===== src/rtl/dir_pkg.sv =====
package dir_pkg;
  localparam int unsigned NUM_WAYS = 2;

  function automatic int unsigned line_off_bits(int unsigned words);
    return (words > 1) ? 1 : 0;
  endfunction
endpackage


===== src/rtl/dir_addr_map.sv =====
module dir_addr_map #(
  parameter int unsigned ADDR_W = 8,
  parameter int unsigned SET_W  = 2,
  parameter int unsigned OFF_W  = 0,
  localparam int unsigned TAG_W = ADDR_W - SET_W - OFF_W
) (
  input  logic [ADDR_W-1:0] addr_i,
  output logic [SET_W-1:0]  set_o,
  output logic [TAG_W-1:0]  tag_o
);
  generate
    if (OFF_W == 0) begin : g_word
      assign set_o = addr_i[SET_W-1:0];
      assign tag_o = addr_i[ADDR_W-1:SET_W];
    end else begin : g_pair
      logic [OFF_W-1:0] unused_off;
      assign unused_off = addr_i[OFF_W-1:0];
      assign set_o = addr_i[OFF_W +: SET_W];
      assign tag_o = addr_i[ADDR_W-1:OFF_W+SET_W];
    end
  endgenerate
endmodule


===== src/rtl/dir_set.sv =====
module dir_set #(
  parameter int unsigned TAG_W = 6
) (
  input  logic             clk_i,
  input  logic             rst_ni,
  input  logic             acc_i,
  input  logic [TAG_W-1:0] tag_i,
  output logic             hit_o,
  output logic             way_o
);
  logic [1:0]            vld_q;
  logic [1:0]            age_q;
  logic [1:0][TAG_W-1:0] tag_q;
  logic [1:0]            match;
  logic                  victim;

  for (genvar w = 0; w < 2; w++) begin : g_cmp
    assign match[w] = vld_q[w] && (tag_q[w] == tag_i);
  end

  always_comb begin
    if (!vld_q[0])      victim = 1'b0;
    else if (!vld_q[1]) victim = 1'b1;
    else                victim = age_q[1];
  end

  assign hit_o = |match;
  assign way_o = hit_o ? match[1] : victim;

  always_ff @(posedge clk_i or negedge rst_ni) begin
    if (!rst_ni) begin
      vld_q <= '0;
      age_q <= '0;
      tag_q <= '0;
    end else if (acc_i) begin
      vld_q[way_o]  <= 1'b1;
      tag_q[way_o]  <= tag_i;
      age_q[way_o]  <= 1'b0;
      age_q[!way_o] <= vld_q[!way_o];
    end
  end

  a_r4_single_match: assert property (@(posedge clk_i) disable iff (!rst_ni)
    $onehot0(match));
  a_r6_one_older: assert property (@(posedge clk_i) disable iff (!rst_ni)
    (vld_q == 2'b11) |-> ($countones(age_q) == 1));
  a_r4_hit_keeps_tag: assert property (@(posedge clk_i) disable iff (!rst_ni)
    (acc_i && hit_o) |=> $stable(tag_q));
endmodule


===== src/rtl/dir_sat_cnt.sv =====
module dir_sat_cnt #(
  parameter int unsigned W = 8
) (
  input  logic         clk_i,
  input  logic         rst_ni,
  input  logic         inc_i,
  output logic [W-1:0] cnt_o
);
  always_ff @(posedge clk_i or negedge rst_ni) begin
    if (!rst_ni)                  cnt_o <= '0;
    else if (inc_i && ~&cnt_o)    cnt_o <= cnt_o + 1'b1;
  end

  // a full count never wraps
  a_r8_sat_hold: assert property (@(posedge clk_i) disable iff (!rst_ni)
    (&cnt_o) |=> (&cnt_o));
endmodule


===== src/rtl/lru2_dir.sv =====
module lru2_dir
  import dir_pkg::*;
#(
  parameter int unsigned ADDR_W     = 8,
  parameter int unsigned NUM_SETS   = 4,
  parameter int unsigned LINE_WORDS = 1,
  parameter int unsigned CNT_W      = 8,
  localparam int unsigned SET_W = $clog2(NUM_SETS),
  localparam int unsigned OFF_W = line_off_bits(LINE_WORDS),
  localparam int unsigned TAG_W = ADDR_W - SET_W - OFF_W
) (
  input  logic              clk_i,
  input  logic              rst_ni,
  input  logic              req_valid_i,
  input  logic [ADDR_W-1:0] req_addr_i,
  output logic              rsp_valid_o,
  output logic              rsp_hit_o,
  output logic [SET_W-1:0]  rsp_set_o,
  output logic              rsp_way_o,
  output logic [CNT_W-1:0]  access_count_o,
  output logic [CNT_W-1:0]  hit_count_o
);
  logic [SET_W-1:0]    set_idx;
  logic [TAG_W-1:0]    tag;
  logic [NUM_SETS-1:0] set_hit;
  logic [NUM_SETS-1:0] set_way;
  logic                lk_hit;
  logic                lk_way;

  dir_addr_map #(.ADDR_W(ADDR_W), .SET_W(SET_W), .OFF_W(OFF_W)) u_map (
    .addr_i (req_addr_i),
    .set_o  (set_idx),
    .tag_o  (tag)
  );

  for (genvar s = 0; s < NUM_SETS; s++) begin : g_set
    dir_set #(.TAG_W(TAG_W)) u_set (
      .clk_i  (clk_i),
      .rst_ni (rst_ni),
      .acc_i  (req_valid_i && (set_idx == SET_W'(s))),
      .tag_i  (tag),
      .hit_o  (set_hit[s]),
      .way_o  (set_way[s])
    );
  end

  assign lk_hit = set_hit[set_idx];
  assign lk_way = set_way[set_idx];

  always_ff @(posedge clk_i or negedge rst_ni) begin
    if (!rst_ni) begin
      rsp_valid_o <= 1'b0;
      rsp_hit_o   <= 1'b0;
      rsp_set_o   <= '0;
      rsp_way_o   <= 1'b0;
    end else begin
      rsp_valid_o <= req_valid_i;
      if (req_valid_i) begin
        rsp_hit_o <= lk_hit;
        rsp_set_o <= set_idx;
        rsp_way_o <= lk_way;
      end
    end
  end

  dir_sat_cnt #(.W(CNT_W)) u_acc_cnt (
    .clk_i (clk_i), .rst_ni (rst_ni), .inc_i (req_valid_i), .cnt_o (access_count_o)
  );
  dir_sat_cnt #(.W(CNT_W)) u_hit_cnt (
    .clk_i (clk_i), .rst_ni (rst_ni), .inc_i (req_valid_i && lk_hit), .cnt_o (hit_count_o)
  );

  a_r3_rsp_follows_req: assert property (@(posedge clk_i) disable iff (!rst_ni)
    req_valid_i |=> rsp_valid_o);
  a_r3_no_spurious_rsp: assert property (@(posedge clk_i) disable iff (!rst_ni)
    !req_valid_i |=> !rsp_valid_o);
  a_r9_hits_bounded: assert property (@(posedge clk_i) disable iff (!rst_ni)
    hit_count_o <= access_count_o);
  a_r8_access_step: assert property (@(posedge clk_i) disable iff (!rst_ni)
    (req_valid_i && ~&access_count_o) |=> (access_count_o == $past(access_count_o) + 1'b1));
endmodule


===== config.mk =====
export PLATFORM = sky130hd
export DESIGN_NAME = lru2_dir
export DESIGN_NICKNAME = d
export VERILOG_FILES = /design/src/rtl/dir_pkg.sv /design/src/rtl/dir_addr_map.sv /design/src/rtl/dir_set.sv /design/src/rtl/dir_sat_cnt.sv /design/src/rtl/lru2_dir.sv
export SDC_FILE = /design/constraint.sdc
export NUM_CORES = 1
export LEC_CHECK = 0
export BUFFER_PORTS_ARGS = -buffer_cell sky130_fd_sc_hd__clkbuf_2
export CORE_MARGIN = 4
export CORE_UTILIZATION = 53
export DETAILED_ROUTE_END_ITERATION = 10
export PLACE_DENSITY = 0.73
export SYNTH_ARGS = -nofsm -noshare
export SYNTH_HDL_FRONTEND = slang
export SYNTH_HIERARCHICAL = 1
export SYNTH_SLANG_ARGS = --single-unit

===== constraint.sdc =====
create_clock -name clk_i -period 3.1 [get_ports clk_i]
set_input_delay 0.31 -clock clk_i [delete_from_list [all_inputs] [get_ports clk_i]]
set_output_delay 0.31 -clock clk_i [all_outputs]
set_load 0.02 [all_outputs]

# Word-level counts from Yosys, hierarchy flattened
# Index checks and enable logic that the tools add are counted.
# word_totals
register_bits	85
in_bits	11
output_inout_bits	21
word_cells	156
# classes
addsub	2
n_lt_le_gt_ge	17
n_eq_ne	11
muxes	56
n_bitwise	12
reduce_logical	36
# op_table
op	count
$bwmux 12	4
$eq 6x6->1	8
$mux 1	30
$demux 6 s1	4
$mux 6	4
$logic_and 1x1->1	23
$add 8x1->8 const B	2
$lt 1x2->1 const B	8
$reduce_and 8->1	2
$and 2x2->2	4
$bwmux 2	4
$demux 1 s1	8
$ge 1x1->1 const B	8
$not 2->2	4
$or 2x2->2	4
$reduce_or 2->1	4
$logic_not 1->1	6
$bmux 1 s2	2
$eq 2x2->1 const B	2
$lt 2x3->1 const B	1
$eq 2x1->1 const B	1
$logic_not 2->1	1

# Depth between registers and ports, before layout
# logic_depth
word_depth	11
depth_mapped	11
ltp_nobuf	10

# Hierarchy
# Netlist, hierarchy kept.
# modules_own_cells
module	instances	cells_each	area_each_um2	seq_area_each_um2
dir_set at g_set[1].u_set ...	2	59	759.5	375.4
dir_set at g_set[0].u_set ...	2	59	750.7	375.4
dir_sat_cnt	2	35	390.4	200.2
lru2_dir	1	20	251.5	125.1
dir_addr_map	1	8	60.1	0.0

# Worst setup path before layout
# No wires, ideal clock.
# synth_path
path_type	input port to flip-flop
from	in req_addr_i[7]
to	reg u_hit_cnt.cnt_o[5]
setup_time_ps	131
arrival_ps	2250
required_ps	2969
path_slack_ps	719
stages	11
cell_sequence	buf_4 -> xor2_1 -> nor4_1 -> and3_1 -> nand2_1 -> nand2_1 -> mux4_2 -> and2_1 -> and4_1 -> o211ai_1 -> xnor2_1
# synth_between
elab_chain_cells	7
# synth_rtl
element	line	source
from (decl)	lru2_dir.sv:15	input logic [ADDR_W-1:0] req_addr_i,
$eq 6x6->1	dir_set.sv:18	assign match[w] = vld_q[w] && (tag_q[w] == tag_i);
$logic_and 1x1->1	dir_set.sv:18	
$reduce_or 2->1 *	dir_set.sv:27	assign hit_o = |match;
via set_hit[1]	lru2_dir.sv:25	logic [NUM_SETS-1:0] set_hit;
$bmux 1 s2 *	lru2_dir.sv:47	assign lk_hit = set_hit[set_idx];
$mux 1 (implied by the code) *	lru2_dir.sv:47	
$logic_and 1x1->1 *	lru2_dir.sv:70	.clk_i (clk_i), .rst_ni (rst_ni), .inc_i (req_valid_i && lk_hit), .cnt_o (hit_count_o)
$logic_and 1x1->1 *	dir_sat_cnt.sv:11	else if (inc_i && ~&cnt_o) cnt_o <= cnt_o + 1'b1;
to (signal assigned)	dir_sat_cnt.sv:11	
to (decl)	dir_sat_cnt.sv:7	output logic [W-1:0] cnt_o
# Mark *: on every way through the listed nets, which the timed path passes. The rest lies on a longest branch. The select of a mux whose other input is x is not followed.
# A chain may end at the register's enable or synchronous reset.

# Final worst setup path
# layout_path
from	reg g_set[3].u_set/tag_q[10] (netlist bit)
to	reg u_hit_cnt.cnt_o[3]
# layout_between
elab_chain_cells	7
# layout_rtl
element	line	source
from (decl)	dir_set.sv:13	logic [1:0][TAG_W-1:0] tag_q;
from (signal, indexed assignment)	dir_set.sv:37	tag_q[way_o] <= tag_i;
$eq 6x6->1	dir_set.sv:18	
$logic_and 1x1->1	dir_set.sv:18	
$reduce_or 2->1	dir_set.sv:27	
via set_hit[3]	lru2_dir.sv:25	
$bmux 1 s2	lru2_dir.sv:47	
$mux 1 (implied by the code)	lru2_dir.sv:47	
$logic_and 1x1->1	lru2_dir.sv:70	
$logic_and 1x1->1	dir_sat_cnt.sv:11	
# The timed path passes the listed nets, and every way through them passes these cells. The select of a mux whose other input is x is not followed.

==> impl_metrics.env <==
export IMPL_status="finished, final reports clean"
export IMPL_syn_inst=334
export IMPL_post_cts_resized=0
export IMPL_r2r_setup_slack_ns=0.57
export IMPL_multi_input_area_um2=1960
export IMPL_clk_path_buf_depth=2
export IMPL_place_congestion=0.829
export IMPL_p_per_area_nw_per_um2=808
export IMPL_synthArstFlopShare=1.00
export IMPL_drt_iter0_markers=68
export IMPL_track_usage=0.186
export IMPL_dr_pass1_iters=5
export IMPL_ys_seq_area_frac=0.493
export IMPL_fin_ws_ns=0.566
export IMPL_met3_usage=0.0289
export IMPL_cp_end_kind="register"
export IMPL_grt_pass1_vias=2729
export IMPL_p_leak_nw=1.95
export IMPL_worstPathCellList="xor2_1, nor4_2, nand4_2, o31ai_1, mux4_2, and2_1, and4_1, o21ai_0, xnor2_1"
export IMPL_synth_nets=347
export IMPL_grt_first_pass_wirelength_mm=12.8
export IMPL_die_h_um=96.1
export IMPL_cp_data_arrival_time_ns=2.77
export IMPL_path_class="reg -> reg"
export IMPL_insertion_delay_ns=0.35
export IMPL_start_util=0.555
export IMPL_ys_types=38
export IMPL_slew_headroom=0.328
export IMPL_pre_cts_slack_ns=0.317
export IMPL_setup_worst_path_end="u_hit_cnt/cnt_o[3]"
export IMPL_worstMarginPinSlew_ns=1.01
export IMPL_synthFlopType="dfrtp_1"
export IMPL_nFillCells=626
export IMPL_post_cts_repair_setup_buffers=0
export IMPL_via_count=2628
export IMPL_remaining_drc_errors=0
export IMPL_timing_rr_end="u_hit_cnt/cnt_o[3]"
export IMPL_drv_cap=0
export IMPL_r2r_start="g_set[3].u_set/tag_q[10]"
export IMPL_hold_buffers=0
export IMPL_std_cell_rows=31
export IMPL_synthToLayoutAreaGrowth_pct=10.5
export IMPL_cts_htree_levels=3
export IMPL_worstRegToRegCells=9
export IMPL_num_io_pins=32
export IMPL_min_path_type="in -> async"
export IMPL_gr_total_overflow=0
export IMPL_synth_edf_count=0
export IMPL_ir_drop_mv=0.494
export IMPL_clk_pin_slew_ns=0.08
export IMPL_synth_avg_cell_area_um2=12.3
export IMPL_cts_sinks=81
export IMPL_portBuffers=31
export IMPL_synth_seq_cells=81
export IMPL_critPathMaxFanout=5
export IMPL_diodes=0
export IMPL_grt_max_degree=82
export IMPL_crit_path_max_incr_delay_ns=0.40
export IMPL_die_x_um=96.1
export IMPL_detail_route_antenna_nets=0
export IMPL_die_area_um2=9230
export IMPL_drt_total_wl_mm=7.66
export IMPL_gr_usage_met1=0.247
export IMPL_critPathSlowestCell="dfrtp_1"
export IMPL_drive_gt1_frac=0.318
export IMPL_regArea_um2=2030
export IMPL_fin_crit_sh=0.817
export IMPL_rsz0062_at_grt="false"
export IMPL_cts_tree="done"
export IMPL_root_buffer="clkbuf_8"
export IMPL_fin_worst_skew_ns=0.00778
export IMPL_finalHoldViolCount=0
export IMPL_antenna_found_initial=0
export IMPL_via_per_inst=5.56
export IMPL_setup_viol=0
export IMPL_critPathLaunchType="register"
export IMPL_hpwl_mm=5.39
export IMPL_fin_crit_ns=2.53
export IMPL_final_cell_area_um2=4540
export IMPL_drt_wirelength_per_cell_um=16.2
export IMPL_fin_cells=473
export IMPL_drv_slew=0
export IMPL_syn_area_um2=4110
export IMPL_gr_usage_met2=0.297
export IMPL_cp_startpoint="g_set[3].u_set/tag_q[10]"
export IMPL_dpl_cell_area_um2=4350
export IMPL_setup_tns_ns=0
export IMPL_busiest_layer="met2"
export IMPL_numCtsBuffers=9
export IMPL_critPathRequiredTime_ns=3.34
export IMPL_core_area_um2=7410
export IMPL_timing_fmax_ghz=0.395
export IMPL_fin_nets=382
export IMPL_dpl_cell_count=457
export IMPL_yosysWarnings=6
[cells by family (layout without fill, tap and decap cells)]
family	after synthesis	after routing	share of synthesized area
AOI/OAI and AO/OA	45	45	0.0943
muxes	55	55	0.157
buffers and inverters	24	64	0.0298
xor gates and xnor gates	56	56	0.119
DFF	81	81	0.493
adders and majority gates	2	2	0.00608
and+or+nand+nor	71	71	0.101
[power breakdown]
part | total, W | internal (W) | switching, W
logic | 0.00115 | 0.000614 | 0.000540
registers | 0.00175 | 0.00145 | 0.000296
clock network | 0.000771 | 0.000395 | 0.000376
total | 0.00367 | 0.00246 | 0.00121
[critical path: cells and delay by family, from the launching register on]
kind | cells | cell delay, ns
AOI/OAI and AO/OA | 2 | 0.30
xor gates and xnor gates | 2 | 0.32
DFF | 1 | 0.40
muxes | 1 | 0.32
and+or+nand+nor | 4 | 1.08
[cell usage after synthesis (3+ instances only)]
master / count / area share
nor2_1: 8 / 0.0073
o21ai_0: 11 / 0.013
xor2_1: 20 / 0.043
dfrtp_1: 81 / 0.49
o211ai_1: 4 / 0.0073
nand4_1: 6 / 0.0091
nand3_1: 12 / 0.015
nand2b_1: 3 / 0.0046
o22ai_4: 4 / 0.019
mux2_1: 6 / 0.016
nand2_1: 17 / 0.016
and3_1: 6 / 0.0091
and2_1: 3 / 0.0046
a21oi_1: 6 / 0.0073
inv_1: 14 / 0.013
o21ai_2: 4 / 0.0085
nand4_2: 4 / 0.012
buf_4: 8 / 0.015
mux2_2: 46 / 0.13
xnor2_1: 36 / 0.077
[cell usage in the layout, fill, tap and decap left out, types with 6 or more instances in the layout]
cell type,n
dfrtp_1,81
mux2_2,46
xnor2_1,36
clkbuf_2,30
xor2_1,20
nand2_1,17
inv_1,14
nand3_1,12
o21ai_0,11
clkbuf_8,10
nor2_1,8
nand4_1,6
mux2_1,6
and3_1,6
a21oi_1,6
[how the worst min path moves through the flow]
stage / start / end / slack, ns / depth (start not counted)
after global placement: g_set[0].u_set/vld_q[0] / g_set[0].u_set/vld_q[0] / 0.48 / 2
after global routing: rst_ni / u_hit_cnt/cnt_o[4] / 0.19 / 1
after CTS: rst_ni / u_hit_cnt/cnt_o[3] / 0.15 / 1
after floorplan: rst_ni / g_set[0].u_set/age_q[1] / 0.01 / 0
final: rst_ni / u_hit_cnt/cnt_o[3] / 0.09 / 1
after detailed placement: g_set[3].u_set/vld_q[0] / g_set[3].u_set/vld_q[0] / 0.49 / 2
[stage by stage]
step	utilization	power (W)	hold WS (ns)
after floorplan	-	0.00263	0.0144
after global placement	0.587	0.00287	0.478
after detailed placement	0.587	0.00293	0.486
after CTS	0.613	0.00373	0.148
after global routing	0.613	0.00394	0.189
final	0.613	0.00367	0.0943
[layer usage]
layer  wire, µm  vias to the layer above
met4        123                        0
li1           -                     1248
met1       3540                     1322
met5          0                        -
met3        247                        9
met2       3750                       49
[flip-flops by register name (all words and copies together) (netlist names)]
register / flops
g_set.u_set/vld_q: 8
rsp_valid_o: 1
g_set.u_set/age_q: 4
g_set.u_set/tag_q: 48
rsp_hit_o: 1
u_acc_cnt/cnt_o: 8
rsp_way_o: 1
u_hit_cnt/cnt_o: 8
rsp_set_o: 2
[final cells by class]
cell class,instances,area share
Tap cell,99,0.0273
Clock inverter,4,0.0116
Multi-Input combinational cell,229,0.432
Clock buffer,12,0.0319
Inverter,14,0.0116
Timing Repair Buffer,34,0.0396
Sequential cell,81,0.446
No activity file was read; power rests on OpenSTA's default activity.
